===== src/rtl/accalu_pkg.sv =====
package accalu_pkg;

    localparam int DW  = 8;
    localparam int NW  = DW / 2;
    localparam int OPW = 5;

    typedef enum logic [OPW-1:0] {
        OP_ADD  = 5'd0,
        OP_ADDC = 5'd1,
        OP_SUBB = 5'd2,
        OP_INC  = 5'd3,
        OP_DEC  = 5'd4,
        OP_MUL  = 5'd5,
        OP_DIV  = 5'd6,
        OP_DA   = 5'd7,
        OP_AND  = 5'd8,
        OP_OR   = 5'd9,
        OP_XOR  = 5'd10,
        OP_CPL  = 5'd11,
        OP_CLR  = 5'd12,
        OP_RL   = 5'd13,
        OP_RLC  = 5'd14,
        OP_RR   = 5'd15,
        OP_RRC  = 5'd16,
        OP_SWAP = 5'd17
    } op_e;

    typedef struct packed {
        logic [DW-1:0] acc;
        logic [DW-1:0] breg;
        logic          cy;
        logic          ac;
        logic          ov;
        logic          cy_we;
        logic          ac_we;
        logic          ov_we;
    } res_t;

    localparam res_t RES_ZERO = '0;

    localparam logic [NW-1:0] BCD_MAX = NW'(9);
    localparam logic [DW:0]   DA_LO   = (DW+1)'(6);
    localparam logic [DW:0]   DA_HI   = (DW+1)'(6 << NW);

    // Restoring division: returns {remainder, quotient}.
    function automatic logic [2*DW-1:0] udiv(input logic [DW-1:0] num,
                                             input logic [DW-1:0] den);
        logic [DW:0]   rem;
        logic [DW-1:0] quo;
        rem = '0;
        quo = '0;
        for (int i = DW - 1; i >= 0; i--) begin
            rem = {rem[DW-1:0], num[i]};
            if (rem >= {1'b0, den}) begin
                rem    = rem - {1'b0, den};
                quo[i] = 1'b1;
            end
        end
        return {rem[DW-1:0], quo};
    endfunction

endpackage


===== src/rtl/accalu_addsub.sv =====
module accalu_addsub
    import accalu_pkg::*;
(
    input  logic [OPW-1:0] op_sel,
    input  logic [DW-1:0]  acc_in,
    input  logic [DW-1:0]  opnd_in,
    input  logic           cy_in,
    input  logic           ac_in,
    output logic           hit,
    output res_t           res
);

    logic          sub_mode;
    logic          cin;
    logic [DW-1:0] opnd_eff;
    logic [DW:0]   full;
    logic          c7;
    logic          c6;
    logic          c3;
    logic [DW:0]   da_t1;
    logic [DW:0]   da_t2;
    logic          da_c1;

    always_comb begin
        sub_mode = (op_sel == OP_SUBB);
        opnd_eff = sub_mode ? ~opnd_in : opnd_in;
        cin      = sub_mode ? ~cy_in : ((op_sel == OP_ADDC) ? cy_in : 1'b0);
        full     = {1'b0, acc_in} + {1'b0, opnd_eff} + {{DW{1'b0}}, cin};
        c7       = full[DW];
        c6       = full[DW-1] ^ acc_in[DW-1] ^ opnd_eff[DW-1];
        c3       = full[NW] ^ acc_in[NW] ^ opnd_eff[NW];

        da_t1 = {1'b0, acc_in}
              + (((acc_in[NW-1:0] > BCD_MAX) || ac_in) ? DA_LO : '0);
        da_c1 = cy_in | da_t1[DW];
        da_t2 = {1'b0, da_t1[DW-1:0]}
              + (((da_t1[DW-1:NW] > BCD_MAX) || da_c1) ? DA_HI : '0);
    end

    always_comb begin
        hit = 1'b1;
        res = RES_ZERO;
        case (op_sel)
            OP_ADD, OP_ADDC: begin
                res.acc   = full[DW-1:0];
                res.cy    = c7;
                res.ac    = c3;
                res.ov    = c7 ^ c6;
                res.cy_we = 1'b1;
                res.ac_we = 1'b1;
                res.ov_we = 1'b1;
            end
            OP_SUBB: begin
                res.acc   = full[DW-1:0];
                res.cy    = ~c7;
                res.ac    = ~c3;
                res.ov    = c7 ^ c6;
                res.cy_we = 1'b1;
                res.ac_we = 1'b1;
                res.ov_we = 1'b1;
            end
            OP_INC: res.acc = acc_in + DW'(1);
            OP_DEC: res.acc = acc_in - DW'(1);
            OP_DA: begin
                res.acc   = da_t2[DW-1:0];
                res.cy    = da_c1 | da_t2[DW];
                res.cy_we = 1'b1;
            end
            default: hit = 1'b0;
        endcase
    end

endmodule


===== src/rtl/accalu_muldiv.sv =====
module accalu_muldiv
    import accalu_pkg::*;
(
    input  logic [OPW-1:0] op_sel,
    input  logic [DW-1:0]  acc_in,
    input  logic [DW-1:0]  breg_in,
    output logic           hit,
    output res_t           res
);

    logic [2*DW-1:0] prod;
    logic [2*DW-1:0] qr;
    logic            den_zero;

    always_comb begin
        prod     = {{DW{1'b0}}, acc_in} * {{DW{1'b0}}, breg_in};
        qr       = udiv(acc_in, breg_in);
        den_zero = (breg_in == '0);
    end

    always_comb begin
        hit = 1'b1;
        res = RES_ZERO;
        case (op_sel)
            OP_MUL: begin
                res.acc   = prod[DW-1:0];
                res.breg  = prod[2*DW-1:DW];
                res.ov    = |prod[2*DW-1:DW];
                res.cy_we = 1'b1;
                res.ov_we = 1'b1;
            end
            OP_DIV: begin
                res.acc   = den_zero ? acc_in  : qr[DW-1:0];
                res.breg  = den_zero ? breg_in : qr[2*DW-1:DW];
                res.ov    = den_zero;
                res.cy_we = 1'b1;
                res.ov_we = 1'b1;
            end
            default: hit = 1'b0;
        endcase
    end

endmodule


===== src/rtl/accalu_bitops.sv =====
module accalu_bitops
    import accalu_pkg::*;
(
    input  logic [OPW-1:0] op_sel,
    input  logic [DW-1:0]  acc_in,
    input  logic [DW-1:0]  opnd_in,
    input  logic           cy_in,
    output logic           hit,
    output res_t           res
);

    always_comb begin
        hit = 1'b1;
        res = RES_ZERO;
        case (op_sel)
            OP_AND:  res.acc = acc_in & opnd_in;
            OP_OR:   res.acc = acc_in | opnd_in;
            OP_XOR:  res.acc = acc_in ^ opnd_in;
            OP_CPL:  res.acc = ~acc_in;
            OP_CLR:  res.acc = '0;
            OP_RL:   res.acc = {acc_in[DW-2:0], acc_in[DW-1]};
            OP_RR:   res.acc = {acc_in[0], acc_in[DW-1:1]};
            OP_SWAP: res.acc = {acc_in[NW-1:0], acc_in[DW-1:NW]};
            OP_RLC: begin
                res.acc   = {acc_in[DW-2:0], cy_in};
                res.cy    = acc_in[DW-1];
                res.cy_we = 1'b1;
            end
            OP_RRC: begin
                res.acc   = {cy_in, acc_in[DW-1:1]};
                res.cy    = acc_in[0];
                res.cy_we = 1'b1;
            end
            default: hit = 1'b0;
        endcase
    end

endmodule


===== src/rtl/accalu_core.sv =====
module accalu_core
    import accalu_pkg::*;
(
    input  logic           clk,
    input  logic           rst,
    input  logic [OPW-1:0] op_sel,
    input  logic [DW-1:0]  acc_in,
    input  logic [DW-1:0]  breg_in,
    input  logic [DW-1:0]  opnd_in,
    input  logic           cy_in,
    input  logic           ac_in,
    output logic [DW-1:0]  acc_out,
    output logic [DW-1:0]  breg_out,
    output logic           cy_out,
    output logic           ac_out,
    output logic           ov_out,
    output logic           cy_we,
    output logic           ac_we,
    output logic           ov_we
);

    logic as_hit, md_hit, bo_hit;
    res_t as_res, md_res, bo_res;
    res_t nxt_r, cur_r;

    accalu_addsub u_addsub (
        .op_sel  (op_sel),
        .acc_in  (acc_in),
        .opnd_in (opnd_in),
        .cy_in   (cy_in),
        .ac_in   (ac_in),
        .hit     (as_hit),
        .res     (as_res)
    );

    accalu_muldiv u_muldiv (
        .op_sel  (op_sel),
        .acc_in  (acc_in),
        .breg_in (breg_in),
        .hit     (md_hit),
        .res     (md_res)
    );

    accalu_bitops u_bitops (
        .op_sel  (op_sel),
        .acc_in  (acc_in),
        .opnd_in (opnd_in),
        .cy_in   (cy_in),
        .hit     (bo_hit),
        .res     (bo_res)
    );

    always_comb begin
        nxt_r      = RES_ZERO;
        nxt_r.acc  = acc_in;
        nxt_r.breg = breg_in;
        if (as_hit) begin
            nxt_r      = as_res;
            nxt_r.breg = breg_in;
        end else if (md_hit) begin
            nxt_r = md_res;
        end else if (bo_hit) begin
            nxt_r      = bo_res;
            nxt_r.breg = breg_in;
        end
    end

    always_ff @(posedge clk) begin
        if (rst) cur_r <= RES_ZERO;
        else     cur_r <= nxt_r;
    end

    assign acc_out  = cur_r.acc;
    assign breg_out = cur_r.breg;
    assign cy_out   = cur_r.cy;
    assign ac_out   = cur_r.ac;
    assign ov_out   = cur_r.ov;
    assign cy_we    = cur_r.cy_we;
    assign ac_we    = cur_r.ac_we;
    assign ov_we    = cur_r.ov_we;

endmodule


===== config.mk =====
export PLATFORM = sky130hd
export DESIGN_NAME = accalu_core
export DESIGN_NICKNAME = d
export VERILOG_FILES = /design/src/rtl/accalu_pkg.sv /design/src/rtl/accalu_addsub.sv /design/src/rtl/accalu_muldiv.sv /design/src/rtl/accalu_bitops.sv /design/src/rtl/accalu_core.sv
export SDC_FILE = /design/constraint.sdc
export NUM_CORES = 1
export LEC_CHECK = 0
export BUFFER_PORTS_ARGS = -buffer_cell sky130_fd_sc_hd__buf_4
export CORE_MARGIN = 2
export CORE_UTILIZATION = 65
export DETAILED_ROUTE_END_ITERATION = 10
export PLACE_DENSITY = 0.92
export SYNTH_ARGS = -nofsm -noshare
export SYNTH_HDL_FRONTEND = slang
export SYNTH_HIERARCHICAL = 1
export SYNTH_SLANG_ARGS = --single-unit

===== constraint.sdc =====
create_clock -name clk -period 18.72 [get_ports clk]
set_clock_uncertainty 0.15 [all_clocks]
set_input_delay 0.936 -clock clk [delete_from_list [all_inputs] [get_ports clk]]
set_output_delay 0.936 -clock clk [all_outputs]
set_load 0.005 [all_outputs]

==> results_dict.tcl <==
set metrics [dict create \
    drt-pass1-iter-count 8 \
    overflow 0 \
    use_met2_pct 57.6 \
    placed_cells 1364 \
    worst_setup_path_start_kind "input pin" \
    post-route-period-util_pct 94.8 \
    cts_tree "yes" \
    grt_antenna_before_repair 1 \
    finalCriticalPeriod_ps 17750 \
    area_delta_synth_final_pct 7.02 \
    synth-warning-count 6 \
    vias 9026 \
    ioPinCount 55 \
    hpwl_um 20600 \
    numClockSinks 22 \
    die_x_um 123 \
    clkTransAtPathRegs_ps 60 \
    via_per_inst 6.57 \
    synth_cells 1155 \
    fillCellCount 1045 \
    wl_um 27100 \
    die_y_um 123 \
    nets 1411 \
    fin_cells 1374 \
    seq_area_sq_um 440 \
    relSlewSlack_pct 34.0 \
    drive_above_1_share_pct 15.0 \
    maxCapViolCount 0 \
    power-per-cell-area_mw_per_mm2 94.0 \
    grt_max_degree 36 \
    power_uw 922 \
    start_util_pct 66.3 \
    p_leak_nw 4.59 \
    syn_area_per_cell_sq_um 7.94 \
    rows 43 \
    globalplace.congestion 0.989 \
    slowest_stage "or4_4" \
    finalHoldViolCount 0 \
    cts_max_level 1 \
    grt_pass1_vias 8701 \
    crit_type "input pin to flop" \
    cts_buffer_depth 2 \
    finalMaxSlewViolations 0 \
    drtIter0Drc 1115 \
    crit_path_max_incr_delay_ps 490 \
    busiest_layer "met2" \
    cp.required_ps 18760 \
    outcome "complete, no violations" \
    cts_hold_buf 0 \
    multi_input_area_sq_mm 0.00800 \
    worstMarginPinSlew_ps 983 \
    crit_path_max_fanout 9 \
    grt_use_total_pct 35.9 \
    postRouteAntennaNets 0 \
    cts_root_buf "clkbuf_16" \
    wire_per_inst_um 19.7 \
    cpMostUsedCell "ha_1" \
    max-vdd-ir-drop_uv 80.1 \
    die_area_sq_mm 0.0151 \
    setup-violations-final 0 \
    antenna_cells 0 \
    design.core.area_sq_mm 0.0138 \
    cp-end-kind "flop" \
    cts_buffers 3 \
    grt_use_met1_pct 45.1 \
    max_freq_mhz 56.3 \
    min_path_type "input pin to flop" \
    grt_pass1_wl_um 43000 \
    grt_use_met3_pct 7.76 \
    arrival_ps 17790 \
    synthesis.area_sq_mm 0.00917 \
    drc 0 \
    numPortBuffers 54 \
]
==> area by class of cell <==
| class | count | share of cell area (%) |
|---|---|---|
| Inverter | 134 | 5.13 |
| Clock buffer | 3 | 0.765 |
| Clock inverter | 1 | 0.306 |
| Multi-Input combinational cell | 963 | 81.6 |
| Tap cell | 180 | 2.30 |
| Sequential cell | 22 | 4.49 |
| Timing Repair Buffer | 71 | 5.43 |
==> power breakdown <==
| group | switching, mW | total, mW | internal (mW) |
|---|---|---|---|
| Combinational | 0.481 | 0.811 | 0.330 |
| Sequential | 0.00102 | 0.0512 | 0.0502 |
| Clock | 0.0172 | 0.0597 | 0.0425 |
| Total | 0.499 | 0.922 | 0.423 |
==> flip-flops by register name, indices dropped and copies added (netlist names) <==
register,flops
ov_we,1
cy_out,1
ac_out,1
ac_we,1
acc_out,8
cy_we,1
breg_out,8
ov_out,1
==> layout by cell type (no fill, tap or decap), types with 7 or more instances in the layout <==
cell type,instances
o21bai_1,13
a221oi_2,9
conb_1,7
a21oi_2,10
xor2_1,23
ha_1,135
a32oi_1,7
a21o_1,16
o21a_1,8
nor2b_1,25
a21oi_1,57
or3_1,8
and3_1,7
nand2b_1,29
inv_1,116
nand3_1,19
nor3_2,8
nor3_1,18
nand2_2,8
clkinv_1,12
dfxtp_1,22
nand4_1,17
o211ai_1,12
a22oi_1,10
xnor2_1,42
o21ai_1,13
nor2_1,99
mux2i_1,20
and2_1,9
nand2_1,75
mux2_2,11
o31a_1,7
o21ai_0,44
o22ai_1,8
nand3b_1,13
o221ai_2,9
fa_1,48
buf_4,71
==> per-layer routing <==
metal,vias to the layer above,wire [um]
li1,4187,-
met1,4138,10600
met2,548,12100
met3,151,2900
met4,2,1440
met5,-,13
==> per-stage QoR <==
step	TNS, ps	instance area (sq um)	util, %	hold slack (ps)	setup slack, ps
after floorplan	0	9190	-	939	1640
after global placement	0	9600	69.4	1110	653
after detailed placement	-225	9600	69.4	1120	-77.1
after CTS	0	9700	70.2	853	137
after global routing	-90.0	9810	70.9	861	-55.4
final	0	9810	70.9	852	973
==> critical path, delay by kind of cell <==
kind	cells	cell delay (ps)
buffers and inverters	8	990
muxes	3	1020
and+or+nand+nor	18	3910
AOI/OAI and AO/OA	38	8240
adders and majority gates	9	2710
==> path summary, 6_finish.rpt <==
check,startpoint,cells after the start,slack [ps],to
min,breg_in[4],3,850,breg_out[4]$_SDFF_PP0_
max,acc_in[7],76,970,breg_out[4]$_SDFF_PP0_
==> timing repair <==
action                                  CTS  global route
endpoints found under the setup margin    0             9
resized for setup                         0            18
buffers inserted                          0             6
No activity file was read; power rests on OpenSTA's default activity.
